==> src/rtl/gpio_bank_pkg.sv <==
package gpio_bank_pkg;
  localparam int unsigned ADDR_W = 5;
  localparam int unsigned IDX_W  = ADDR_W - 2;

  typedef enum logic [IDX_W-1:0] {
    IDX_VALUE = 3'd0,
    IDX_DIR   = 3'd1,
    IDX_IEN   = 3'd2,
    IDX_TYPE0 = 3'd3,
    IDX_TYPE1 = 3'd4,
    IDX_TYPE2 = 3'd5,
    IDX_STAT  = 3'd6,
    IDX_LATCH = 3'd7
  } regIdx_e;

  typedef struct packed {
    logic wrLatch;
    logic wrDir;
    logic wrIen;
    logic wrType0;
    logic wrType1;
    logic wrType2;
    logic clrStat;
  } wrStrobe_t;
endpackage

==> src/rtl/gpio_bank_ctrl.sv <==
module gpio_bank_ctrl
  import gpio_bank_pkg::*;
(
  input  logic              regWr,
  input  logic [ADDR_W-1:0] regAddr,
  output wrStrobe_t         strobes,
  output regIdx_e           rdSel
);
  regIdx_e idx;
  assign idx   = regIdx_e'(regAddr[ADDR_W-1:2]);
  assign rdSel = idx;

  always_comb begin
    strobes = '0;
    if (regWr) begin
      unique case (idx)
        IDX_VALUE: strobes.wrLatch = 1'b1;
        IDX_DIR:   strobes.wrDir   = 1'b1;
        IDX_IEN:   strobes.wrIen   = 1'b1;
        IDX_TYPE0: strobes.wrType0 = 1'b1;
        IDX_TYPE1: strobes.wrType1 = 1'b1;
        IDX_TYPE2: strobes.wrType2 = 1'b1;
        IDX_STAT:  strobes.clrStat = 1'b1;
        default:   strobes = '0;  // latch readback word: writes dropped
      endcase
    end
  end
endmodule

==> src/rtl/gpio_bank_sense.sv <==
module gpio_bank_sense #(
  parameter int unsigned NUM_PINS = 32
) (
  input  logic [NUM_PINS-1:0] curLvl,
  input  logic [NUM_PINS-1:0] prevLvl,
  input  logic [NUM_PINS-1:0] type0,
  input  logic [NUM_PINS-1:0] type1,
  input  logic [NUM_PINS-1:0] type2,
  output logic [NUM_PINS-1:0] evt
);
  for (genvar i = 0; i < NUM_PINS; i++) begin : g_pin
    logic riseEv, fallEv, levelEv;
    assign riseEv  = curLvl[i] & ~prevLvl[i];
    assign fallEv  = prevLvl[i] & ~curLvl[i];
    assign levelEv = type0[i] ? curLvl[i] : ~curLvl[i];
    assign evt[i]  = type1[i]              ? levelEv :
                     (type0[i] & type2[i]) ? (riseEv | fallEv) :
                     type0[i]              ? riseEv : fallEv;
  end
endmodule

==> src/rtl/gpio_bank_dp.sv <==
module gpio_bank_dp
  import gpio_bank_pkg::*;
#(
  parameter int unsigned NUM_PINS    = 32,
  parameter int unsigned SYNC_STAGES = 2
) (
  input  logic                clk,
  input  logic                rstN,
  input  wrStrobe_t           strobes,
  input  regIdx_e             rdSel,
  input  logic [NUM_PINS-1:0] regWdata,
  output logic [NUM_PINS-1:0] regRdata,
  input  logic [NUM_PINS-1:0] padIn,
  output logic [NUM_PINS-1:0] padOe,
  output logic [NUM_PINS-1:0] padOut,
  output logic [NUM_PINS-1:0] statusVec,
  output logic [NUM_PINS-1:0] enVec,
  output logic                irqOut
);
  localparam int unsigned LAST = SYNC_STAGES - 1;

  logic [NUM_PINS-1:0] syncQ [SYNC_STAGES];
  logic [NUM_PINS-1:0] prevQ, latchQ, dirQ, ienQ, t0Q, t1Q, t2Q, statQ;
  logic [NUM_PINS-1:0] curLvl, evt, clrMask;

  always_ff @(posedge clk) begin
    if (!rstN) syncQ[0] <= '0;
    else       syncQ[0] <= padIn;
  end

  for (genvar s = 1; s < SYNC_STAGES; s++) begin : g_sync
    always_ff @(posedge clk) begin
      if (!rstN) syncQ[s] <= '0;
      else       syncQ[s] <= syncQ[s-1];
    end
  end

  assign curLvl = syncQ[LAST];

  gpio_bank_sense #(.NUM_PINS(NUM_PINS)) uSense (
    .curLvl (curLvl),
    .prevLvl(prevQ),
    .type0  (t0Q),
    .type1  (t1Q),
    .type2  (t2Q),
    .evt    (evt)
  );

  assign clrMask = strobes.clrStat ? regWdata : '0;

  always_ff @(posedge clk) begin
    if (!rstN) begin
      prevQ  <= '0;
      latchQ <= '0;
      dirQ   <= '0;
      ienQ   <= '0;
      t0Q    <= '0;
      t1Q    <= '0;
      t2Q    <= '0;
      statQ  <= '0;
    end else begin
      prevQ <= curLvl;
      if (strobes.wrLatch) latchQ <= regWdata;
      if (strobes.wrDir)   dirQ   <= regWdata;
      if (strobes.wrIen)   ienQ   <= regWdata;
      if (strobes.wrType0) t0Q    <= regWdata;
      if (strobes.wrType1) t1Q    <= regWdata;
      if (strobes.wrType2) t2Q    <= regWdata;
      // a new event wins over a clear in the same cycle
      statQ <= (statQ & ~clrMask) | (evt & ienQ);
    end
  end

  always_comb begin
    unique case (rdSel)
      IDX_VALUE: regRdata = curLvl;
      IDX_DIR:   regRdata = dirQ;
      IDX_IEN:   regRdata = ienQ;
      IDX_TYPE0: regRdata = t0Q;
      IDX_TYPE1: regRdata = t1Q;
      IDX_TYPE2: regRdata = t2Q;
      IDX_STAT:  regRdata = statQ;
      IDX_LATCH: regRdata = latchQ;
      default:   regRdata = '0;
    endcase
  end

  assign padOe     = dirQ;
  assign padOut    = latchQ;
  assign statusVec = statQ;
  assign enVec     = ienQ;
  assign irqOut    = |(statQ & ienQ);
endmodule

==> src/rtl/gpio_bank_irq.sv <==
module gpio_bank_irq
  import gpio_bank_pkg::*;
#(
  parameter int unsigned NUM_PINS    = 32,
  parameter int unsigned SYNC_STAGES = 2
) (
  input  logic                clk,
  input  logic                rstN,
  input  logic                regWr,
  input  logic [ADDR_W-1:0]   regAddr,
  input  logic [NUM_PINS-1:0] regWdata,
  output logic [NUM_PINS-1:0] regRdata,
  input  logic [NUM_PINS-1:0] padIn,
  output logic [NUM_PINS-1:0] padOe,
  output logic [NUM_PINS-1:0] padOut,
  output logic                irqOut
);
  wrStrobe_t           strobes;
  regIdx_e             rdSel;
  logic [NUM_PINS-1:0] statusVec, enVec;

  gpio_bank_ctrl uCtrl (
    .regWr  (regWr),
    .regAddr(regAddr),
    .strobes(strobes),
    .rdSel  (rdSel)
  );

  gpio_bank_dp #(.NUM_PINS(NUM_PINS), .SYNC_STAGES(SYNC_STAGES)) uDp (
    .clk      (clk),
    .rstN     (rstN),
    .strobes  (strobes),
    .rdSel    (rdSel),
    .regWdata (regWdata),
    .regRdata (regRdata),
    .padIn    (padIn),
    .padOe    (padOe),
    .padOut   (padOut),
    .statusVec(statusVec),
    .enVec    (enVec),
    .irqOut   (irqOut)
  );
endmodule

==> config.mk <==
export PLATFORM = sky130hd
export DESIGN_NAME = gpio_bank_irq
export DESIGN_NICKNAME = d
export VERILOG_FILES = /design/src/rtl/gpio_bank_pkg.sv /design/src/rtl/gpio_bank_ctrl.sv /design/src/rtl/gpio_bank_sense.sv /design/src/rtl/gpio_bank_dp.sv /design/src/rtl/gpio_bank_irq.sv
export SDC_FILE = /design/constraint.sdc
export NUM_CORES = 1
export LEC_CHECK = 0
export BUFFER_PORTS_ARGS = -buffer_cell sky130_fd_sc_hd__buf_2
export CAP_MARGIN = 5
export CELL_PAD_IN_SITES_DETAIL_PLACEMENT = 0
export CELL_PAD_IN_SITES_GLOBAL_PLACEMENT = 1
export CORE_MARGIN = 10
export CORE_UTILIZATION = 40
export DETAILED_ROUTE_END_ITERATION = 10
export GPL_TIMING_DRIVEN = 0
export PLACE_DENSITY = 0.84
export REMOVE_ABC_BUFFERS = 1
export SYNTH_ARGS = -nofsm -noshare
export SYNTH_HDL_FRONTEND = slang
export SYNTH_SLANG_ARGS = --single-unit
==> constraint.sdc <==
create_clock -name clk -period 1.6 [get_ports clk]
set_clock_uncertainty 0.2 [all_clocks]
set_input_delay 0.24 -clock clk [delete_from_list [all_inputs] [get_ports clk]]
set_output_delay 0.24 -clock clk [all_outputs]
set_load 0.1 [all_outputs]
Yosys cells after proc, flatten, opt, wreduce, memory -nomap -nowiden
Memory sizes are Yosys's and may differ from the RTL's.
Index checks and enable logic that the tools add are counted.
W data, S select, Z words.
{"block": "op_classes", "mux": 142, "n_reduce_logical": 2, "bitwise_logic": 199, "n_eq_ne": 7}
{"op": "$pmux W32 S8", "n": 1}
{"op": "$mux W1", "n": 137}
{"op": "$and A1 B1 Y1", "n": 96}
{"op": "$and A32 B32 Y32", "n": 3}
{"op": "$mux W32", "n": 3}
{"op": "$not A1 Y1", "n": 64}
{"op": "$or A1 B1 Y1", "n": 34}
{"op": "$not A32 Y32", "n": 1}
{"op": "$or A32 B32 Y32", "n": 1}
{"op": "$reduce_or A32 Y1", "n": 1}
{"op": "$eq A3 B3 Y1 const B", "n": 4}
{"op": "$mux W7", "n": 1}
{"op": "$eq A3 B2 Y1 const B", "n": 2}
{"op": "$eq A3 B1 Y1 const B", "n": 1}
{"op": "$logic_not A3 Y1", "n": 1}
{"block": "totals", "wordCells": 359, "output_inout_bits": 97, "mem_count": 1, "ff_bits": 256, "mem_bits_rw": 64}
{"memory": "uDp.syncQ", "depth": 2, "width": 32, "read_ports": 2, "rd_clocked_by_memory_dff": 0, "wr": 2, "line": "gpio_bank_dp.sv:22", "rtl": "logic [NUM_PINS-1:0] syncQ [SYNC_STAGES];"}

Logic depth before layout (Yosys ltp)
{"block": "depth", "word_depth": 7, "mapped_depth": 8, "depth_no_buf": 6}

Modules after synthesis
From an unflattened synthesis, not the netlist that was laid out.
{"block": "unflattened", "hier_cells": 1672, "hier_area_um2": 15803.9}
{"module": "gpio_bank_dp", "n_inst": 1, "cells_each": 1316, "area_per_inst_um2": 13410.4, "seq_area_each_um2": 6406.1}
{"module": "gpio_bank_sense", "n_inst": 1, "cells_each": 346, "area_per_inst_um2": 2284.7, "seq_area_each_um2": 0.0}
{"module": "gpio_bank_ctrl", "n_inst": 1, "cells_each": 10, "area_per_inst_um2": 108.9, "seq_area_each_um2": 0.0}

Least setup slack after synthesis
Ideal clock, no wire load.
{"block": "synth_timing", "kind": "register -> output", "startpoint": "register uDp.latchQ[11], in the netlist uDp.padOut[11]", "endpoint": "output regRdata[11]", "path_stages_with_launch": 5, "slack_ns": -1.887, "required_ns": 1.160, "arrival_ns": 3.047, "path_buffers": 0, "path_cell_list": "dfxtp_1 mux2_2 a22oi_1 a21oi_1 a2bb2oi_1"}
{"block": "synth_between", "elab_chain_cells": 1}
{"item": "start, declared", "line": "gpio_bank_dp.sv:23", "rtl": "logic [NUM_PINS-1:0] prevQ, latchQ, dirQ, ienQ, t0Q, t1Q, t2Q, statQ;"}
{"item": "start signal, assigned", "line": "gpio_bank_dp.sv:63", "rtl": "if (strobes.wrLatch) latchQ <= regWdata;"}
{"item": "$pmux W32 S8", "line": "gpio_bank_dp.sv:75", "rtl": "unique case (rdSel)"}
{"item": "end, declared", "line": "gpio_bank_irq.sv:12", "rtl": "output logic [NUM_PINS-1:0] regRdata,"}
No other way between the ends.

Final worst setup path
{"block": "layout_timing", "startpoint": "register uDp.ienQ[27], in the netlist uDp.enVec[27]", "endpoint": "output irqOut"}
{"block": "layout_between", "elab_chain_cells": 2}
{"item": "start, declared", "line": "gpio_bank_dp.sv:23"}
{"item": "start signal, assigned", "line": "gpio_bank_dp.sv:65", "rtl": "if (strobes.wrIen) ienQ <= regWdata;"}
{"item": "$and A32 B32 Y32", "line": "gpio_bank_dp.sv:92", "rtl": "assign irqOut = |(statQ & ienQ);"}
{"item": "$reduce_or A32 Y1", "line": "gpio_bank_dp.sv:92"}
{"item": "end, declared", "line": "gpio_bank_irq.sv:16", "rtl": "output logic irqOut"}
No other way between the ends.

==> impl_metrics.json <==
{
  "finalMaxSlewViolations": 0,
  "die_area_um2": 47400,
  "synth_top_area_share_pct": 41.0,
  "rsz0062_at_grt": "yes",
  "yosys.area.top_type": "dfxtp_1",
  "ant_nets": 0,
  "synth_area_um2": 15600,
  "cp_cell_sequence": "a22oi_1 -> nand4_1 -> or4_4 -> buf_12",
  "reg2reg_to": "uDp.statusVec[10]$_SDFF_PN0_",
  "synth_xor_area_share_pct": 0.0561,
  "synthMuxAreaShare_pct": 2.90,
  "syn_inst": 1885,
  "grt_pass1_vias": 14235,
  "tns_ns": -18.63,
  "worst_slew_margin_rel_pct": 55.1,
  "drcViolationCount": 0,
  "antenna_found_initial": 2,
  "critPathCapture": "irqOut",
  "drive_gt1_share_pct": 32.4,
  "worstPathArrival_ns": 2.12,
  "tightest_slew_ns": 0.673,
  "endpoint_kind": "output port",
  "synthArstFlopShare_pct": 0,
  "yosys-top-cells-area": "dfxtp_1, nand2_1, a21boi_1, ha_1, and2_1",
  "synth_cell_types": 47,
  "finalNonFillerCells": 2669,
  "reg2reg_from": "uDp.syncQ[1][10]$_SDFF_PN0_",
  "cts_max_level": 2,
  "globalplace.congestion": 0.806,
  "die_w_um": 218,
  "setup_violations": 53,
  "worstSkewPairLatency_ns": 0.53,
  "initial_core_util_pct": 40.4,
  "whs_ns": -0.0656,
  "status": "finished, violations left",
  "synth_top_family_by_area": "compound AO/OA/AOI/OAI gates",
  "grt_max_degree": 192,
  "gr-usage-all-layers_pct": 22.7,
  "final_util_pct": 58.1,
  "crit_fanout": 4,
  "reg2reg_depth": 6,
  "numPortBuffers": 166,
  "synth_commonest_cells": "nand2_1, dfxtp_1, a21boi_1, and2_1, inv_1",
  "p_leak_nw": 8.37,
  "cts_root_buffer": "clkbuf_16",
  "failed_checks": "negative hold slack, negative setup slack",
  "max_freq_mhz": 390,
  "synth.most_common_cell": "nand2_1",
  "cp_slowest_cell": "or4_4",
  "fin_nets": 2263,
  "synth_ff_type": "dfxtp_1",
  "pre_cts_slack_ns": -1.81,
  "worstPathRequired_ns": 1.16,
  "final_cell_area_um2": 22500,
  "overflow": 0,
  "r2r_slack_ns": 0.06,
  "firstDrtPassIters": 7,
  "crit_type": "reg -> out",
  "yosys.area_share.adder_pct": 5.13,
  "maxCapViolations": 0,
  "postRouteWirelength_um": 56900,
  "hold_path_class": "in -> reg",
  "dp_cells": 2458,
  "synth_warnings": 0,
  "hpwl_um": 29200,
  "fp.coreArea_um2": 38600,
  "period_needed_ns": 2.56,
  "vias_per_cell": 5.49,
  "num_vias": 14664,
  "yosys.area_share.simple_pct": 20.1,
  "synth-seq-area-share_pct": 41.0,
  "clockBufferDepth": 3,
  "die_y_um": 218,
  "finalWorstSetupSlack_ns": -0.963,
  "grt_pass1_wl_um": 84500,
  "clock_sinks": 320,
  "startpoint": "uDp.enVec[27]$_SDFFE_PN0P_",
  "drt-initial-drc-count": 1204,
  "layout-area-overhead-vs-synth_pct": 43.7,
  "cts_made_buffers": 38,
  "num-fill-cells": 3189,
  "cts_tree": "done",
  "synth-seq-cells": 320,
  "synth-compound-area-share_pct": 24.6,
  "max_stage_delay_ns": 0.53,
  "final_hold_viol_count": 17,
  "wl_per_cell_um": 21.3,
  "multi_input_area_um2": 9300,
  "synth_edf_count": 0,
  "startpoint_type": "flip-flop",
  "place_area_um2": 16900,
  "vdd_drop_max_mv": 0.593,
  "finalCritPeriodShare_pct": 160,
  "avgSynthCellArea_um2": 8.29,
  "ioPinCount": 169,
  "regArea_um2": 6640,
  "power-per-cell-area_nw_per_um2": 891,
  "total_power_mw": 20.0,
  "path_clk_slew_ns": 0.06,
  "rows": 72
}
==> state kept, by name (all words and copies together) (netlist names) <==
name and flops:
uDp.t0Q 32, uDp.t2Q 32, uDp.padOe 32, uDp.statusVec 32, uDp.t1Q 32, uDp.enVec 32
uDp.padOut 32, uDp.syncQ 64, uDp.prevQ 32
==> cells in the final DEF, fill, tap and decap left out, types with 12 or more instances in the layout <==
master	count
a211oi_2	12
a21boi_1	197
a21o_1	23
a21oi_1	30
a21oi_2	44
a22oi_2	31
a2bb2oi_2	20
a311oi_2	12
a41o_1	15
and2_1	96
buf_12	81
buf_16	17
buf_2	65
buf_4	34
buf_6	40
clkbuf_16	45
dfxtp_1	162
dfxtp_2	142
dfxtp_4	16
dlygate4sd3_1	65
ha_1	64
inv_1	93
mux2_4	16
mux2i_1	12
nand2_1	484
nand2b_1	39
nor2_1	19
nor2b_1	12
o211ai_1	15
o21a_1	15
o21ai_0	31
o221ai_1	16
==> worst min path at each step <==
stage	start	end	slack, ns	depth (start not counted)
after floorplan	rstN	uDp.syncQ[0][0]$_SDFF_PN0_	0.16	1
after global placement	uDp.syncQ[0][16]$_SDFF_PN0_	uDp.syncQ[1][16]$_SDFF_PN0_	0.22	1
after detailed placement	uDp.syncQ[0][9]$_SDFF_PN0_	uDp.syncQ[1][9]$_SDFF_PN0_	0.22	1
after CTS	rstN	uDp.padOut[0]$_SDFFE_PN0P_	0.05	2
after global routing	rstN	uDp.padOe[13]$_SDFFE_PN0P_	-0.005	2
final	rstN	uDp.syncQ[1][0]$_SDFF_PN0_	-0.07	2
==> cell families (layout without fill, tap and decap cells) <==
logic type      Yosys count  in the layout
simple gates            709            712
compound gates          526            526
flops                   320            320
buf+inv                 224            485
fa+ha+maj                64             64
mux                      41             41
xor+xnor                  1              1
other cells               0              2
==> per-layer routing <==
layer	vias to the layer above	wire length, um	track usage (%)
met2	557	26700	36.8
met1	7121	24600	29.4
met4	0	1410	7.90
li1	6894	-	-
met3	92	4160	4.54
met5	-	0	0
==> final cells by class <==
cell class                 instances  area share, %
multi-input combinational       1344           41.4
sequential                       320           29.6
timing repair buffer             327           19.4
clock buffer                      56           4.99
tap                              518           2.89
inverter                          96           1.60
clock inverter                     6          0.167
antenna                            2         0.0223
==> power by group <==
part / total [mW] / switching [mW] / leakage (nW) / internal, mW
Sequential: 8.35 / 0.179 / 2.68 / 8.17
Clock: 8.25 / 3.44 / 0.573 / 4.81
Combinational: 3.40 / 2.02 / 5.11 / 1.39
Total: 20.0 / 5.63 / 8.37 / 14.4
==> worst max-delay path, delay by kind of cell (launching register included) <==
family                 cells  cell delay (ns)
AOI/OAI and AO/OA          1             0.25
buffers and inverters      1             0.19
DFF                        1             0.35
and+or+nand+nor            2             0.80
==> timing repair <==
item,in CTS,in global routing
hold buffers,64,1
buffers inserted,43,21
gates resized for setup,550,218
endpoints found under the hold margin,256,4
endpoints found under the setup margin,318,147
cloned,16,6
pin swaps,62,39
Note: power is estimated with default switching activity, not from simulation.
